### src/rtl/tcr_pkg.sv
package tcr_pkg;

    localparam int BYTE_W = 8;

    typedef struct packed {
        logic       mon;
        logic       mon_ch;
        logic [1:0] srch;
        logic       nr;
        logic       mute;
        logic       head;
        logic       eq;
    } ctrl_t;

    localparam logic [1:0] SRCH_OFF   = 2'b00;
    localparam logic [1:0] SRCH_BLANK = 2'b01;
    localparam logic [1:0] SRCH_LATCH = 2'b10;
    localparam logic [1:0] SRCH_SCAN  = 2'b11;

endpackage

### src/rtl/tcr_frame_seq.sv
module tcr_frame_seq #(
    parameter logic [6:0] DEV_ADDR = 7'h5C
) (
    input  logic       clk,
    input  logic       rst_n,
    input  logic       frame_start,
    input  logic       byte_valid,
    input  logic [7:0] byte_data,
    output logic       wr_ctrl,
    output logic       wr_code
);
    typedef enum logic [1:0] {
        POS_ADDR = 2'd0,
        POS_CTRL = 2'd1,
        POS_CODE = 2'd2,
        POS_DONE = 2'd3
    } pos_t;

    typedef struct packed {
        pos_t pos;
        logic hit;
    } seq_t;

    seq_t seq_d, seq_q;
    pos_t pos_now;
    logic hit_now;

    always_comb begin
        pos_now = frame_start ? POS_ADDR : seq_q.pos;
        hit_now = frame_start ? 1'b0 : seq_q.hit;
        seq_d   = '{pos: pos_now, hit: hit_now};
        wr_ctrl = 1'b0;
        wr_code = 1'b0;
        if (byte_valid) begin
            unique case (pos_now)
                POS_ADDR: begin
                    seq_d.hit = (byte_data[7:1] == DEV_ADDR) && !byte_data[0];
                    seq_d.pos = POS_CTRL;
                end
                POS_CTRL: begin
                    wr_ctrl   = hit_now;
                    seq_d.pos = POS_CODE;
                end
                POS_CODE: begin
                    wr_code   = hit_now;
                    seq_d.pos = POS_DONE;
                end
                default: seq_d.pos = POS_DONE;
            endcase
        end
    end

    always_ff @(posedge clk or negedge rst_n) begin
        if (!rst_n) seq_q <= '{pos: POS_DONE, hit: 1'b0};
        else        seq_q <= seq_d;
    end
endmodule

### src/rtl/tcr_mode_guard.sv
module tcr_mode_guard (
    input  logic [1:0] cur_mode,
    input  logic [1:0] req_mode,
    output logic [1:0] new_mode
);
    logic swap;

    always_comb begin
        swap     = cur_mode[1] && req_mode[1] && (cur_mode[0] != req_mode[0]);
        new_mode = swap ? cur_mode : req_mode;
    end
endmodule

### src/rtl/tcr_out_mux.sv
module tcr_out_mux
    import tcr_pkg::*;
(
    input  ctrl_t      ctrl,
    input  logic       head_pin,
    input  logic       head_pin_drv,
    input  logic       eq_pin,
    input  logic       eq_pin_drv,
    input  logic       det_pause,
    input  logic       ofs_cmp_a,
    input  logic       ofs_cmp_b,
    output logic       head_in1,
    output logic       eq_long,
    output logic       nr_en,
    output logic       mute_en,
    output logic [1:0] search_mode,
    output logic       det_out
);
    logic searching;
    logic eq_sel;

    always_comb begin
        searching   = ctrl.srch[1];
        head_in1    = head_pin_drv ? head_pin : ctrl.head;
        eq_sel      = eq_pin_drv ? eq_pin : ctrl.eq;
        eq_long     = eq_sel && !searching;
        nr_en       = ctrl.nr && !searching;
        mute_en     = ctrl.mute;
        search_mode = ctrl.srch;
        if (ctrl.mon) det_out = ctrl.mon_ch ? ofs_cmp_b : ofs_cmp_a;
        else          det_out = det_pause;
    end
endmodule

### src/rtl/tape_ctrl_regs.sv
module tape_ctrl_regs
    import tcr_pkg::*;
#(
    parameter int          CODE_W   = 6,
    parameter logic [6:0]  DEV_ADDR = 7'h5C,
    parameter logic [7:0]  RST_CTRL = 8'h08,
    parameter int          RST_GAIN = 32
) (
    input  logic              clk,
    input  logic              rst_n,
    input  logic              frame_start,
    input  logic              byte_valid,
    input  logic [7:0]        byte_data,
    input  logic              head_pin,
    input  logic              head_pin_drv,
    input  logic              eq_pin,
    input  logic              eq_pin_drv,
    input  logic              det_pause,
    input  logic              ofs_cmp_a,
    input  logic              ofs_cmp_b,
    output logic              head_in1,
    output logic              eq_long,
    output logic              nr_en,
    output logic              mute_en,
    output logic [1:0]        search_mode,
    output logic [CODE_W-1:0] gain_code,
    output logic [CODE_W-1:0] offset_a,
    output logic [CODE_W-1:0] offset_b,
    output logic              det_out
);
    localparam logic [CODE_W-1:0] GAIN_INIT = CODE_W'(RST_GAIN);

    typedef struct packed {
        ctrl_t             ctrl;
        logic [CODE_W-1:0] gain;
        logic [CODE_W-1:0] offa;
        logic [CODE_W-1:0] offb;
    } regs_t;

    regs_t      regs_d, regs_q;
    logic       wr_ctrl, wr_code;
    logic [1:0] srch_ok;
    ctrl_t      ctrl_in;

    tcr_frame_seq #(.DEV_ADDR(DEV_ADDR)) u_seq (
        .clk         (clk),
        .rst_n       (rst_n),
        .frame_start (frame_start),
        .byte_valid  (byte_valid),
        .byte_data   (byte_data),
        .wr_ctrl     (wr_ctrl),
        .wr_code     (wr_code)
    );

    assign ctrl_in = ctrl_t'(byte_data);

    tcr_mode_guard u_guard (
        .cur_mode (regs_q.ctrl.srch),
        .req_mode (ctrl_in.srch),
        .new_mode (srch_ok)
    );

    always_comb begin
        regs_d = regs_q;
        if (wr_ctrl) begin
            regs_d.ctrl      = ctrl_in;
            regs_d.ctrl.srch = srch_ok;
        end
        if (wr_code) begin
            if (!regs_q.ctrl.mon)       regs_d.gain = byte_data[CODE_W-1:0];
            else if (regs_q.ctrl.mon_ch) regs_d.offb = byte_data[CODE_W-1:0];
            else                         regs_d.offa = byte_data[CODE_W-1:0];
        end
    end

    always_ff @(posedge clk or negedge rst_n) begin
        if (!rst_n) regs_q <= '{ctrl: ctrl_t'(RST_CTRL), gain: GAIN_INIT,
                                offa: '0, offb: '0};
        else        regs_q <= regs_d;
    end

    tcr_out_mux u_mux (
        .ctrl         (regs_q.ctrl),
        .head_pin     (head_pin),
        .head_pin_drv (head_pin_drv),
        .eq_pin       (eq_pin),
        .eq_pin_drv   (eq_pin_drv),
        .det_pause    (det_pause),
        .ofs_cmp_a    (ofs_cmp_a),
        .ofs_cmp_b    (ofs_cmp_b),
        .head_in1     (head_in1),
        .eq_long      (eq_long),
        .nr_en        (nr_en),
        .mute_en      (mute_en),
        .search_mode  (search_mode),
        .det_out      (det_out)
    );

    assign gain_code = regs_q.gain;
    assign offset_a  = regs_q.offa;
    assign offset_b  = regs_q.offb;
endmodule

### config.mk
export PLATFORM = sky130hd
export DESIGN_NAME = tape_ctrl_regs
export DESIGN_NICKNAME = d
export VERILOG_FILES = /design/src/rtl/tcr_pkg.sv /design/src/rtl/tcr_frame_seq.sv /design/src/rtl/tcr_mode_guard.sv /design/src/rtl/tcr_out_mux.sv /design/src/rtl/tape_ctrl_regs.sv
export SDC_FILE = /design/constraint.sdc
export NUM_CORES = 1
export LEC_CHECK = 0
export BUFFER_PORTS_ARGS = -buffer_cell sky130_fd_sc_hd__buf_2
export CELL_PAD_IN_SITES_DETAIL_PLACEMENT = 0
export CELL_PAD_IN_SITES_GLOBAL_PLACEMENT = 1
export CORE_MARGIN = 2
export CORE_UTILIZATION = 40
export DETAILED_ROUTE_END_ITERATION = 8
export PLACE_DENSITY_LB_ADDON = 0.12
export SYNTH_ARGS = -nofsm -noshare
export SYNTH_HDL_FRONTEND = slang
export SYNTH_SLANG_ARGS = --single-unit
export TNS_END_PERCENT = 50
### constraint.sdc
create_clock -name clk -period 2.02 [get_ports clk]
set_clock_uncertainty 0.1 [all_clocks]
set_input_delay 0 -clock clk [delete_from_list [all_inputs] [get_ports clk]]
set_output_delay 0 -clock clk [all_outputs]
set_load 0.03 [all_outputs]
# == Word-level counts from Yosys, hierarchy flattened ==
# Cells that the tools add are included.
# word_totals
register_bits,29
output_inout_bits,25
# classes
n_eq_ne,4
muxes,13
n_bitwise,3
n_reduce_logical,12
# ops
operator,n
two-way mux 1 bit,10
equality test 7 bit (second input constant),1
AND reduction 3 bit,2
logical AND 1 bit,5
case mux 2 bit (2 select lines),1
AND reduction 2 bit,2
two-way mux 3 bit,1
NOT 1 bit,3
equality test 2 x 1 -> 1 bit (second input constant),1
equality test 2 bit (second input constant),1
logical NOT 1 bit,2
logical NOT 2 bit,1
two-way mux 2 bit,1
!= test 1 bit,1

# == Depth between registers and ports, before layout ==
# Gate-level depths: netlist (run 1).
# depth
word_depth,5
depth_mapped,5
depth_no_buf,3

# == By module ==
# A second synthesis (run 1) with hierarchy kept.
# hier_totals
hier_cells,107
hier_area_um2,1400.1
# modules_own_cells
mod,n_inst,cells_per_inst,area_each_um2,seq_area_each_um2
tape_ctrl_regs,1,75,1109.8,653.1
tcr_frame_seq,1,19,191.4,77.6
tcr_out_mux,1,10,76.3,0.0
tcr_mode_guard,1,3,22.5,0.0

# == Worst setup path after synthesis (run 1) ==
# No wires, ideal clock.
# synth_timing
path_type,flip-flop to flip-flop
from,register u_seq.seq_q[1] in the netlist's numbering
to,register regs_q[18]
setup_ns,0.125
arrival_ns,1.469
t_required_ns,1.795
setup_slack_ns,0.326
stages_incl_launch_ff,5
path_buffers,1
cell_sequence,dfstp_2 > nor3b_1 > and3_2 > buf_2 > mux2_2
# synth_between
elab_chain_len,4
# synth_lines
element,line_no,text
start: declaration,tcr_frame_seq.sv:24,"seq_t seq_d, seq_q;"
start signal: assignment,tcr_frame_seq.sv:54,"if (!rst_n) seq_q <= '{pos: POS_DONE, hit: 1'b0};"
start signal: assignment,tcr_frame_seq.sv:55,else seq_q <= seq_d;
two-way mux 2 bit,tcr_frame_seq.sv:29,pos_now = frame_start ? POS_ADDR : seq_q.pos;
equality test 2 x 1 -> 1 bit,tcr_frame_seq.sv:35,unique case (pos_now)
two-way mux 1 bit,tcr_frame_seq.sv:35,
two-way mux 1 bit,tcr_frame_seq.sv:34,if (byte_valid) begin
end signal: assignment,tape_ctrl_regs.sv:77,"if (!rst_n) regs_q <= '{ctrl: ctrl_t'(RST_CTRL), gain: GAIN_INIT,"
end signal: assignment,tape_ctrl_regs.sv:79,else regs_q <= regs_d;
end: declaration,tape_ctrl_regs.sv:40,"regs_t regs_d, regs_q;"
# Every way passes these cells.
# A chain may end at the register's enable or synchronous reset.

# == Final worst setup path (run 1) ==
# layout_timing
from,register u_seq.seq_q[1] in the netlist's numbering
to,register regs_q[24]
# Same word-level chain as after synthesis.

==> results of run 1 <==
layout by cell type, fill, tap and decap left out, types with 2 or more instances in the layout:
cell type      netlist  layout
buf_2                1      43
mux2_2              27      27
dfrtp_1             25      25
dlygate4sd3_1        0      11
clkbuf_4             0       5
a21oi_1              4       4
dfstp_2              4       4
nand2_1              3       3
nor2_1               3       3
nor3b_1              2       2
inv_1                2       2
mux2i_1              2       2
nor3_4               2       2
Yosys cell counts:
cell type / n
mux2_2: 27
and2_1: 1
nor2b_1: 1
nand2_1: 3
o2111ai_1: 1
buf_4: 20
nor2_1: 3
and4_2: 1
and4bb_2: 1
mux2i_1: 2
dfstp_2: 4
o21bai_1: 1
nor3_4: 2
dfrtp_1: 25
buf_2: 1
buf_6: 1
nor4b_4: 1
nor3b_1: 2
and3_2: 1
inv_1: 2
nand4b_4: 1
a21oi_1: 4
o311ai_0: 1
state kept, by name, indices dropped and copies added (netlist names):
name,flops
gain_code,6
offset_b,6
u_seq.seq_q,3
offset_a,6
regs_q,8
layer usage:
metal | share of wire, % | track usage [%] | wire length [µm]
met4 | 1.3 | 6.52 | 34
met5 | 0 | 0 | 0
met2 | 47 | 23.6 | 1260
met3 | 7.0 | 5.99 | 188
met1 | 45 | 17.8 | 1220
critical path: stages (launching register included):
cell	delay, ps
dfstp_2	580
nor3b_1	320
and3_2	370
mux2_2	360
cell type report:
cell class / instances / area [µm²]
fillers: 316 / 1650
clock buffers: 7 / 55.1
clock inverters: 1 / 30.0
flip-flops and latches: 29 / 731
multi-input cells: 53 / 529
repair buffers: 55 / 333
inverters: 2 / 7.51
well taps: 46 / 57.6
logic make-up after synthesis:
| kind of cell | share of synthesized area (%) |
|---|---|
| compound gates | 3.14 |
| buf+inv | 12.1 |
| flops | 51.0 |
| mux | 22.6 |
| simple gates | 11.2 |
stage by stage:
step                hold WS, ps  cells  utilization [%]
finish                      125    193             51.4
CTS                         145    193             51.4
detailed placement        -36.3    174             45.7
floorplan                  -396    106                -
global placement          -35.6    174             45.7
global route                167    193             51.4
where the power goes:
group	internal, mW	switching [mW]
logic	0.0421	0.0466
clock network	0.295	0.194
registers	0.589	0.00788
worst paths after layout:
path,startpoint,endpoint
worst max register to register,u_seq.seq_q[1]$_DFF_PN1_,regs_q[24]$_DFFE_PN0P_
worst max-delay path,u_seq.seq_q[1]$_DFF_PN1_,regs_q[24]$_DFFE_PN0P_
worst min-delay path,rst_n,u_seq.seq_q[0]$_DFF_PN0_
max in group asynchronous,rst_n,regs_q[25]$_DFFE_PN0P_
worst min register to register,offset_a[0]$_DFFE_PN0P_,offset_a[0]$_DFFE_PN0P_
min in group clk,det_pause,det_out
==> metrics.md, run 1 <==
| Metric | Value |
|---|---|
| Post-synth top area share | 43.6% |
| RSZ-0062 raised after global routing | no |
| Maximum number of pins on one net before global-route repair | 30 |
| Avg WL per Cell | 14.0 µm |
| Area of the core | 0.00339 mm² |
| Static leakage | 0.933 nW |
| Warning count from the yosys run | 0 |
| CP Capture Type | register |
| Total wire length | 2700 µm |
| Power Density | 675 mW/mm² |
| TritonCTS sink count | 29 |
| Crit Path Max Fanout | 7 |
| DR iter-0 viols | 11 |
| Max H-tree Level | 2 |
| Syn Nets | 125 |
| Outcome | finished, final reports clean |
| Placement Rows | 21 |
| Vias | 893 |
| Via count of the first global-routing pass | 949 |
| Final worst path period need | 1850 ps |
| DRC errors left | 0 |
| DRT antenna net count | 0 |
| Sequential element share of the synthesized area | 51.0% |
| Setup TNS after final layout | 0 ps |
| Mapped Area | 0.00143 mm² |
| Clock tree buffer depth | 2 |
| Count of final max-slew check failures | 0 |
| Clock buffers created by TritonCTS | 5 |
| Average cell area after synthesis | 13.5 µm² |
| Total number of nets in the final design | 165 |
| Crit start category | register |
| Antenna violations before repair | 0 |
| Type of the most critical hold path | in -> async |
| Instance area after placement | 0.00155 mm² |
| Max-cap check violation count | 0 |
| Library cell occupying the most area in the post-synthesis netlist | dfrtp_1 |
| Gate count after technology mapping | 106 |
| Diodes inserted | 0 |
| Detailed placer's ending HPWL | 2000 µm |
| Area grow syn2layout | 21.6% |
| Floorplan die area | 0.00408 mm² |
| Total congestion overflow | 0 |
| Post-Place Setup Slack | 167 ps |
| Highest ir drop seen on vdd | 0.416 mV |
| Via count normalized by instance count | 4.63 |
| Final critical-path setup slack | 173 ps |
| Total power | 1.18 mW |
| Setup bufs post-CTS | 0 |
| Number of cells traversed by the worst register-to-register path | 3 |
| Final hold vios | 0 |
| Final critical-path share of the clock period | 91.4% |
| Count of port buffers added during placement | 43 |
| FF+latch count, synth | 29 |
| Root buf cell | clkbuf_4 |
| Signal arrival time at the worst endpoint | 1960 ps |
| Vert. Die Dim | 63.9 µm |
| CTS Hold Bufs | 11 |
| Synth unique cells | 23 |
| Fin area | 0.00174 mm² |
| FF-to-FF setup slack | 170 ps |
| Category of the most critical setup path | reg -> reg |
| # setup viols final | 0 |
| Clock edge transition at the registers on the reported setup and hold paths | 90 ps |
| Num ports | 44 |
| Fmax | 0.541 GHz |
| Drt pass-1 iters | 2 |
| Post_cts resized | 0 |
| CTS tree | built |
| Final weighted congestion in routability-driven placement | 0.716 |
| Synth area leaders | dfrtp_1 44%, mux2_2 21%, buf_4 10%, dfstp_2 7.3%, nor3_4 2.3% |
| Initial core utilization | 42.3% |
| Worst-Skew Late Latency | 330 ps |
| Data required, critical path | 2130 ps |
| Total GRT Usage | 14.9% |
| Headroom to the max-slew limit | 58.1% |
| Fraction of layout cells with a size suffix above 1 | 60.5% |
| Overall die width | 63.9 µm |
| Global-route wire length before repair | 4430 µm |
| Worst slew pin tran | 629 ps |
No activity file was read; power rests on OpenSTA's default activity.
==> inputs of run 2 (changes only) <==
Settings changed: CORE_UTILIZATION 40 to 43.
Clock period 2.02 ns to 2.3 ns, I/O delays scaled along.
==> run 2 against run 1 <==
Effect of this change:
- core utilization up 4.4 points
- combinational power down 10%
- critical endpoint is now offset_a[5]$_DFFE_PN0P_
- via count up 3.2%
- sequential power down 12%
- flip-flop and latch count unchanged
- critical path type unchanged
- highest routed layer unchanged
- fmax up 0.51%
- worst setup slack better by 290 ps
==> metrics.md, run 2 (synthesized netlist as in run 1, its figures left out) <==
| Metric | Value |
|---|---|
| Outcome | finished, final reports clean |
| Vias | 922 |
| Fillers | 296 |
| Count of port buffers added during placement | 43 |
| Fraction of layout cells with a size suffix above 1 | 60.3% |
| Signal arrival time at the worst endpoint | 1950 ps |
| TritonCTS sink count | 29 |
| Clock edge transition at the registers on the reported setup and hold paths | 90 ps |
| Area grow syn2layout | 20.9% |
| Crit start category | register |
| Final worst path period need | 1840 ps |
| Most flop-heavy register | regs_q |
| Antenna violations before repair | 0 |
| Total wire length | 2790 µm |
| Maximum number of pins on one net before global-route repair | 30 |
| Category of the most critical setup path | reg -> reg |
| Total congestion overflow | 0 |
| Standard cell with the maximum stage delay on the critical path | dfstp_2 |
| Area of the core | 0.00310 mm² |
| Final hold vios | 0 |
| Most common library cell in the layout ignoring fill and taps | buf_2 |
| Worst path bufs/invs | 0 |
| Setup bufs post-CTS | 0 |
| Num ports | 44 |
| Crit Reg-Reg Startpoint | u_seq.seq_q[2]$_DFF_PN1_ |
| Highest ir drop seen on vdd | 0.341 mV |
| FF-to-FF setup slack | 460 ps |
| Final weighted congestion in routability-driven placement | 0.766 |
| FF+latch area | 731 µm² |
| Fin area | 0.00173 mm² |
| Headroom to the max-slew limit | 56.4% |
| Count of final max-slew check failures | 0 |
| Commonest non-fill, non-tap cells in the layout | 43 x buf_2, 27 x mux2_2, 25 x dfrtp_1 |
| Vert. Die Dim | 61.7 µm |
| # setup viols final | 0 |
| Max H-tree Level | 2 |
| Diodes inserted | 0 |
| Number of cells traversed by the worst register-to-register path | 3 |
| DR iter-0 viols | 12 |
| RSZ-0062 raised after global routing | no |
| Instance area after placement | 0.00154 mm² |
| Worst slew pin tran | 653 ps |
| Placement Rows | 20 |
| Clock buffers created by TritonCTS | 5 |
| Power Density | 597 mW/mm² |
| CP Capture Type | register |
| Via count of the first global-routing pass | 896 |
| Overall die width | 61.7 µm |
| Clock tree buffer depth | 2 |
| DRT antenna net count | 0 |
| Total power | 1.03 mW |
| Cell Chain, Critical Path | nand4b_4 > nor4b_4 > mux2_2 |
| Type of the most critical hold path | in -> async |
| Via count normalized by instance count | 4.85 |
| Crit Path Max Fanout | 6 |
| Final critical-path share of the clock period | 79.9% |
| Root buf cell | clkbuf_4 |
| Delay contributed by the slowest stage of the critical path | 600 ps |
| CTS Hold Bufs | 11 |
| Setup TNS after final layout | 0 ps |
| Total GRT Usage | 16.5% |
| Floorplan die area | 0.00381 mm² |
| Global-route wire length before repair | 4240 µm |
| CTS tree | built |
| Avg WL per Cell | 14.7 µm |
| Max-cap check violation count | 0 |
| Endpoint of the lowest-slack register-to-register path | offset_a[5]$_DFFE_PN0P_ |
| Combined area of the multi-input logic cells | 529 µm² |
| Static leakage | 0.928 nW |
| Initial core utilization | 46.2% |
| Post_cts resized | 0 |
| Drt pass-1 iters | 2 |
| Max FFs per register | 8 |
| Data required, critical path | 2410 ps |
| Worst-Skew Late Latency | 320 ps |
| Fmax | 0.544 GHz |
| DRC errors left | 0 |
| Detailed placer's ending HPWL | 1970 µm |
| Family of cells with the greatest summed delay on the critical path | simple AND/OR/NAND/NOR gates |
| Setup crit start | u_seq.seq_q[2]$_DFF_PN1_ |
| Total number of nets in the final design | 164 |
run 2: final cells by class:
type	instances	area share, %
Timing Repair Buffer	54	18.8
Clock inverter	1	1.73
Inverter	2	0.433
Sequential cell	29	42.2
Clock buffer	7	3.18
Tap cell	44	3.18
Multi-Input combinational cell	53	30.5
run 2: through the flow:
stage	worst slack, ps	utilization, %	hold slack, ps	std cells
floorplan	606	-	-396	106
global placement	496	49.6	-48.7	171
detailed placement	471	49.6	-37.8	171
CTS	444	55.8	132	190
global route	378	55.8	179	190
finish	462	55.8	138	190
run 2: layer usage:
metal	track usage, %	vias up	share of wire, %
met5	0	-	0
met4	6.38	0	1.0
met3	7.87	4	6.9
met2	26.9	32	50
met1	18.9	456	42
li1	-	430	-
run 2: where the power goes:
part	internal, mW	total (mW)	leakage [nW]	switching [mW]
sequential	0.518	0.524	0.391	0.00687
clock	0.259	0.431	0.0455	0.172
combinational	0.0371	0.0794	0.492	0.0423
total	0.814	1.03	0.928	0.221
run 2: how the worst max path moves through the flow:
stage / to / slack [ps] / cells past startpoint
5_1_grt: offset_a[1]$_DFFE_PN0P_ / 380 / 3
3_3_place_gp: regs_q[25]$_DFFE_PN0P_ / 500 / 3
4_1_cts: offset_a[5]$_DFFE_PN0P_ / 440 / 3
6_report: offset_a[5]$_DFFE_PN0P_ / 460 / 3
2_1_floorplan: regs_q[18]$_DFFE_PN0P_ / 610 / 4
3_5_place_dp: offset_a[2]$_DFFE_PN0P_ / 470 / 3
run 2: worst reg2reg max path: stages (launching register included):
cell      delay (ps)
dfstp_2          600
nand4b_4         170
nor4b_4          460
mux2_2           390
==> inputs of run 3 (changes only) <==
Settings changed: ABC_AREA set to 1, CORE_UTILIZATION 43 to 36.
Clock period 2.3 ns to 1.9 ns, I/O delays scaled along.
==> run 3 against run 2 <==
Effect of this change:
- register-to-register slack about the same
- first-iteration DRC count increased to 5.6 times the previous value
- sequential share of layout area decreased by 2.0 points
- synthesized cell count increased by 77%
- total power increased by 91%
- global-route usage increased by 0.075 points
- design area increased by 5.1%
- worst hold slack improved by 64 ps
==> metrics.md, run 3 <==
| Metric | Value |
|---|---|
| Vias | 1267 |
| Count of port buffers added during placement | 43 |
| Synthesized-area fraction occupied by and/or/nand/nor cells | 32.6% |
| Number of cells traversed by the worst register-to-register path | 5 |
| Area of the core | 0.00400 mm² |
| Maximum number of pins on one net before global-route repair | 30 |
| Crit start category | register |
| Most common library cell in the layout ignoring fill and taps | nand2_1 |
| Floorplan die area | 0.00471 mm² |
| Complex-gate fraction of the synthesized area | 2.66% |
| Total congestion overflow | 0 |
| FF+latch count, synth | 29 |
| Detailed placer's ending HPWL | 2390 µm |
| Signal arrival time at the worst endpoint | 1400 ps |
| Area grow syn2layout | 20.9% |
| Final weighted congestion in routability-driven placement | 0.776 |
| Type of the most critical hold path | in -> async |
| Fillers | 414 |
| Max-cap check violation count | 0 |
| Drt pass-1 iters | 4 |
| Combined area of the multi-input logic cells | 531 µm² |
| Fraction of layout cells with a size suffix above 1 | 27.5% |
| Average cell area after synthesis | 8.01 µm² |
| Fraction of power spent switching nets | 37.8% |
| FF-to-FF setup slack | 460 ps |
| Final critical-path share of the clock period | 78.8% |
| CTS tree | built |
| Placement Rows | 23 |
| Data required, critical path | 1800 ps |
| Post-synth top area share | 41.6% |
| Avg WL per Cell | 12.0 µm |
| Synthesized-area fraction occupied by xor and xnor cells | 0% |
| Max H-tree Level | 2 |
| DRC errors left | 0 |
| Power Internal | 1.23 mW |
| Crit path depth | 5 |
| Sequential element share of the synthesized area | 48.5% |
| FF+latch area | 731 µm² |
| Worst-Skew Late Latency | 270 ps |
| Post-synthesis share of cell area spent on full adders, half adders and majority gates | 0% |
| Clock edge transition at the registers on the reported setup and hold paths | 60 ps |
| Final worst path period need | 1500 ps |
| RSZ-0062 raised after global routing | no |
| Commonest non-fill, non-tap cells in the layout | 72 x nand2_1, 43 x buf_2, 26 x nand3_1 |
| Library cell occupying the most area in the post-synthesis netlist | dfrtp_1 |
| Warning count from the yosys run | 0 |
| Most flop-heavy register | regs_q |
| Antenna violations before repair | 0 |
| Total GRT Usage | 16.6% |
| Combinational family with the most area after synthesis | simple AND/OR/NAND/NOR gates |
| Setup TNS after final layout | 0 ps |
| Setup bufs post-CTS | 0 |
| Vert. Die Dim | 68.7 µm |
| Static leakage | 1.07 nW |
| Mapped Area | 0.00151 mm² |
| Family of cells with the greatest summed delay on the critical path | simple AND/OR/NAND/NOR gates |
| Outcome | finished, final reports clean |
| Headroom to the max-slew limit | 56.1% |
| Worst path bufs/invs | 2 |
| Power Density | 1090 mW/mm² |
| Power share of the sequential group | 41.8% |
| # setup viols final | 0 |
| DR iter-0 viols | 67 |
| Number of enable-type register cells in the synthesized netlist | 0 |
| Fraction of synthesis flops using an asynchronous set or reset pin | 100% |
| Via count of the first global-routing pass | 1243 |
| Switching power summed over all nets | 749 µW |
| Clock buffers created by TritonCTS | 5 |
| Via count normalized by instance count | 4.54 |
| CP Capture Type | output pin |
| Worst slew pin tran | 659 ps |
| Final hold vios | 0 |
| Synth unique cells | 16 |
| Final Hold Slack | 201 ps |
| Num ports | 44 |
| Category of the most critical setup path | reg -> out |
| TritonCTS sink count | 29 |
| Diodes inserted | 0 |
| Mux share of post-synthesis cell area | 0% |
| Syn Nets | 207 |
| Delay contributed by the slowest stage of the critical path | 350 ps |
| Root buf cell | clkbuf_8 |
| Synth area leaders | dfrtp_1 42%, nand2_1 18%, buf_4 10%, nand3_1 8.6%, dfstp_2 7.0% |
| Fmax | 0.668 GHz |
| Logic pwr share | 32.4% |
| Count of final max-slew check failures | 0 |
| Initial core utilization | 37.6% |
| Highest ir drop seen on vdd | 0.538 mV |
| Global-route wire length before repair | 5630 µm |
| Most frequently used cell type in the post-synthesis netlist | nand2_1 |
| Cell Chain, Critical Path | inv_2 > nor2_2 > nand2_1 > nand3_1 > buf_2 |
| DRT antenna net count | 0 |
| Crit Path Max Fanout | 10 |
| Prevailing post-synth register cell | dfrtp_1 |
| Standard cell with the maximum stage delay on the critical path | dfrtp_1 |
| Gate count after technology mapping | 188 |
| Most frequent cells after synthesis | 72 x nand2_1, 26 x nand3_1, 25 x dfrtp_1 |
| Total wire length | 3340 µm |
| Portion of total power attributed to the clock network | 25.8% |
| Clock tree buffer depth | 2 |
| Overall die width | 68.7 µm |
| Max FFs per register | 8 |
| Total number of nets in the final design | 247 |
run 3: metrics by stage:
stage | total power [mW] | instance area, µm² | utilization [%] | setup slack, ps | cells
floorplan | 1.36 | 1510 | - | 662 | 188
detailed placement | 1.47 | 1610 | 40.3 | 500 | 259
finish | 1.98 | 1820 | 45.5 | 403 | 279
global route | 2.12 | 1820 | 45.5 | 253 | 279
global placement | 1.46 | 1610 | 40.3 | 516 | 259
CTS | 2.01 | 1820 | 45.5 | 379 | 279
run 3: layer usage:
metal	up-vias	routed length, µm	GRT usage, %
met5	-	0	0
met4	0	25	6.00
met3	2	195	4.87
met2	38	1640	27.6
met1	582	1480	20.3
li1	645	-	-
run 3: area by class of cell:
class                      instances  area share, %
timing repair buffer              56           18.8
multi-input combinational        119           29.1
clock buffer                       8           4.95
inverter                          17           3.51
sequential                        29           40.1
tap                               50           3.44
run 3: cells by family (layout without fill, tap and decap cells):
kind of cell    after synthesis  count (layout)
buf+inv                      40              81
simple gates                111             111
compound gates                8               8
flops                        29              29
run 3: final timing paths:
kind                                     startpoint                       end
hold reg to reg             offset_a[5]$_DFFE_PN0P_   offset_a[5]$_DFFE_PN0P_
hold / removal                                rst_n    regs_q[20]$_DFFE_PN0P_
setup / recovery             regs_q[25]$_DFFE_PN0P_                   det_out
min in group clk                       head_pin_drv                  head_in1
max in group asynchronous                     rst_n  gain_code[0]$_DFFE_PN0P_
setup reg to reg           u_seq.seq_q[1]$_DFF_PN1_    regs_q[23]$_DFFE_PN0P_
run 3: repair_timing:
action | CTS | global route
gates resized for setup | 0 | 0
endpoints found under the hold margin | 54 | 0
hold buffers | 12 | 0
run 3: power by group through the flow:
stage / Clock [mW] / Combinational (mW) / Sequential [mW]
finish: 0.511 / 0.641 / 0.828
global route: 0.558 / 0.718 / 0.846
CTS: 0.531 / 0.651 / 0.830
detailed placement: 0 / 0.631 / 0.839
global placement: 0 / 0.625 / 0.836
floorplan: 0 / 0.523 / 0.840
run 3: worst reg2reg max path: stages, from the launching register on:
cell and delay [ps]:
dfstp_2 570, nand3_1 160, nor2_4 270, nand2_1 120
nand2_1 70, nand2_1 40
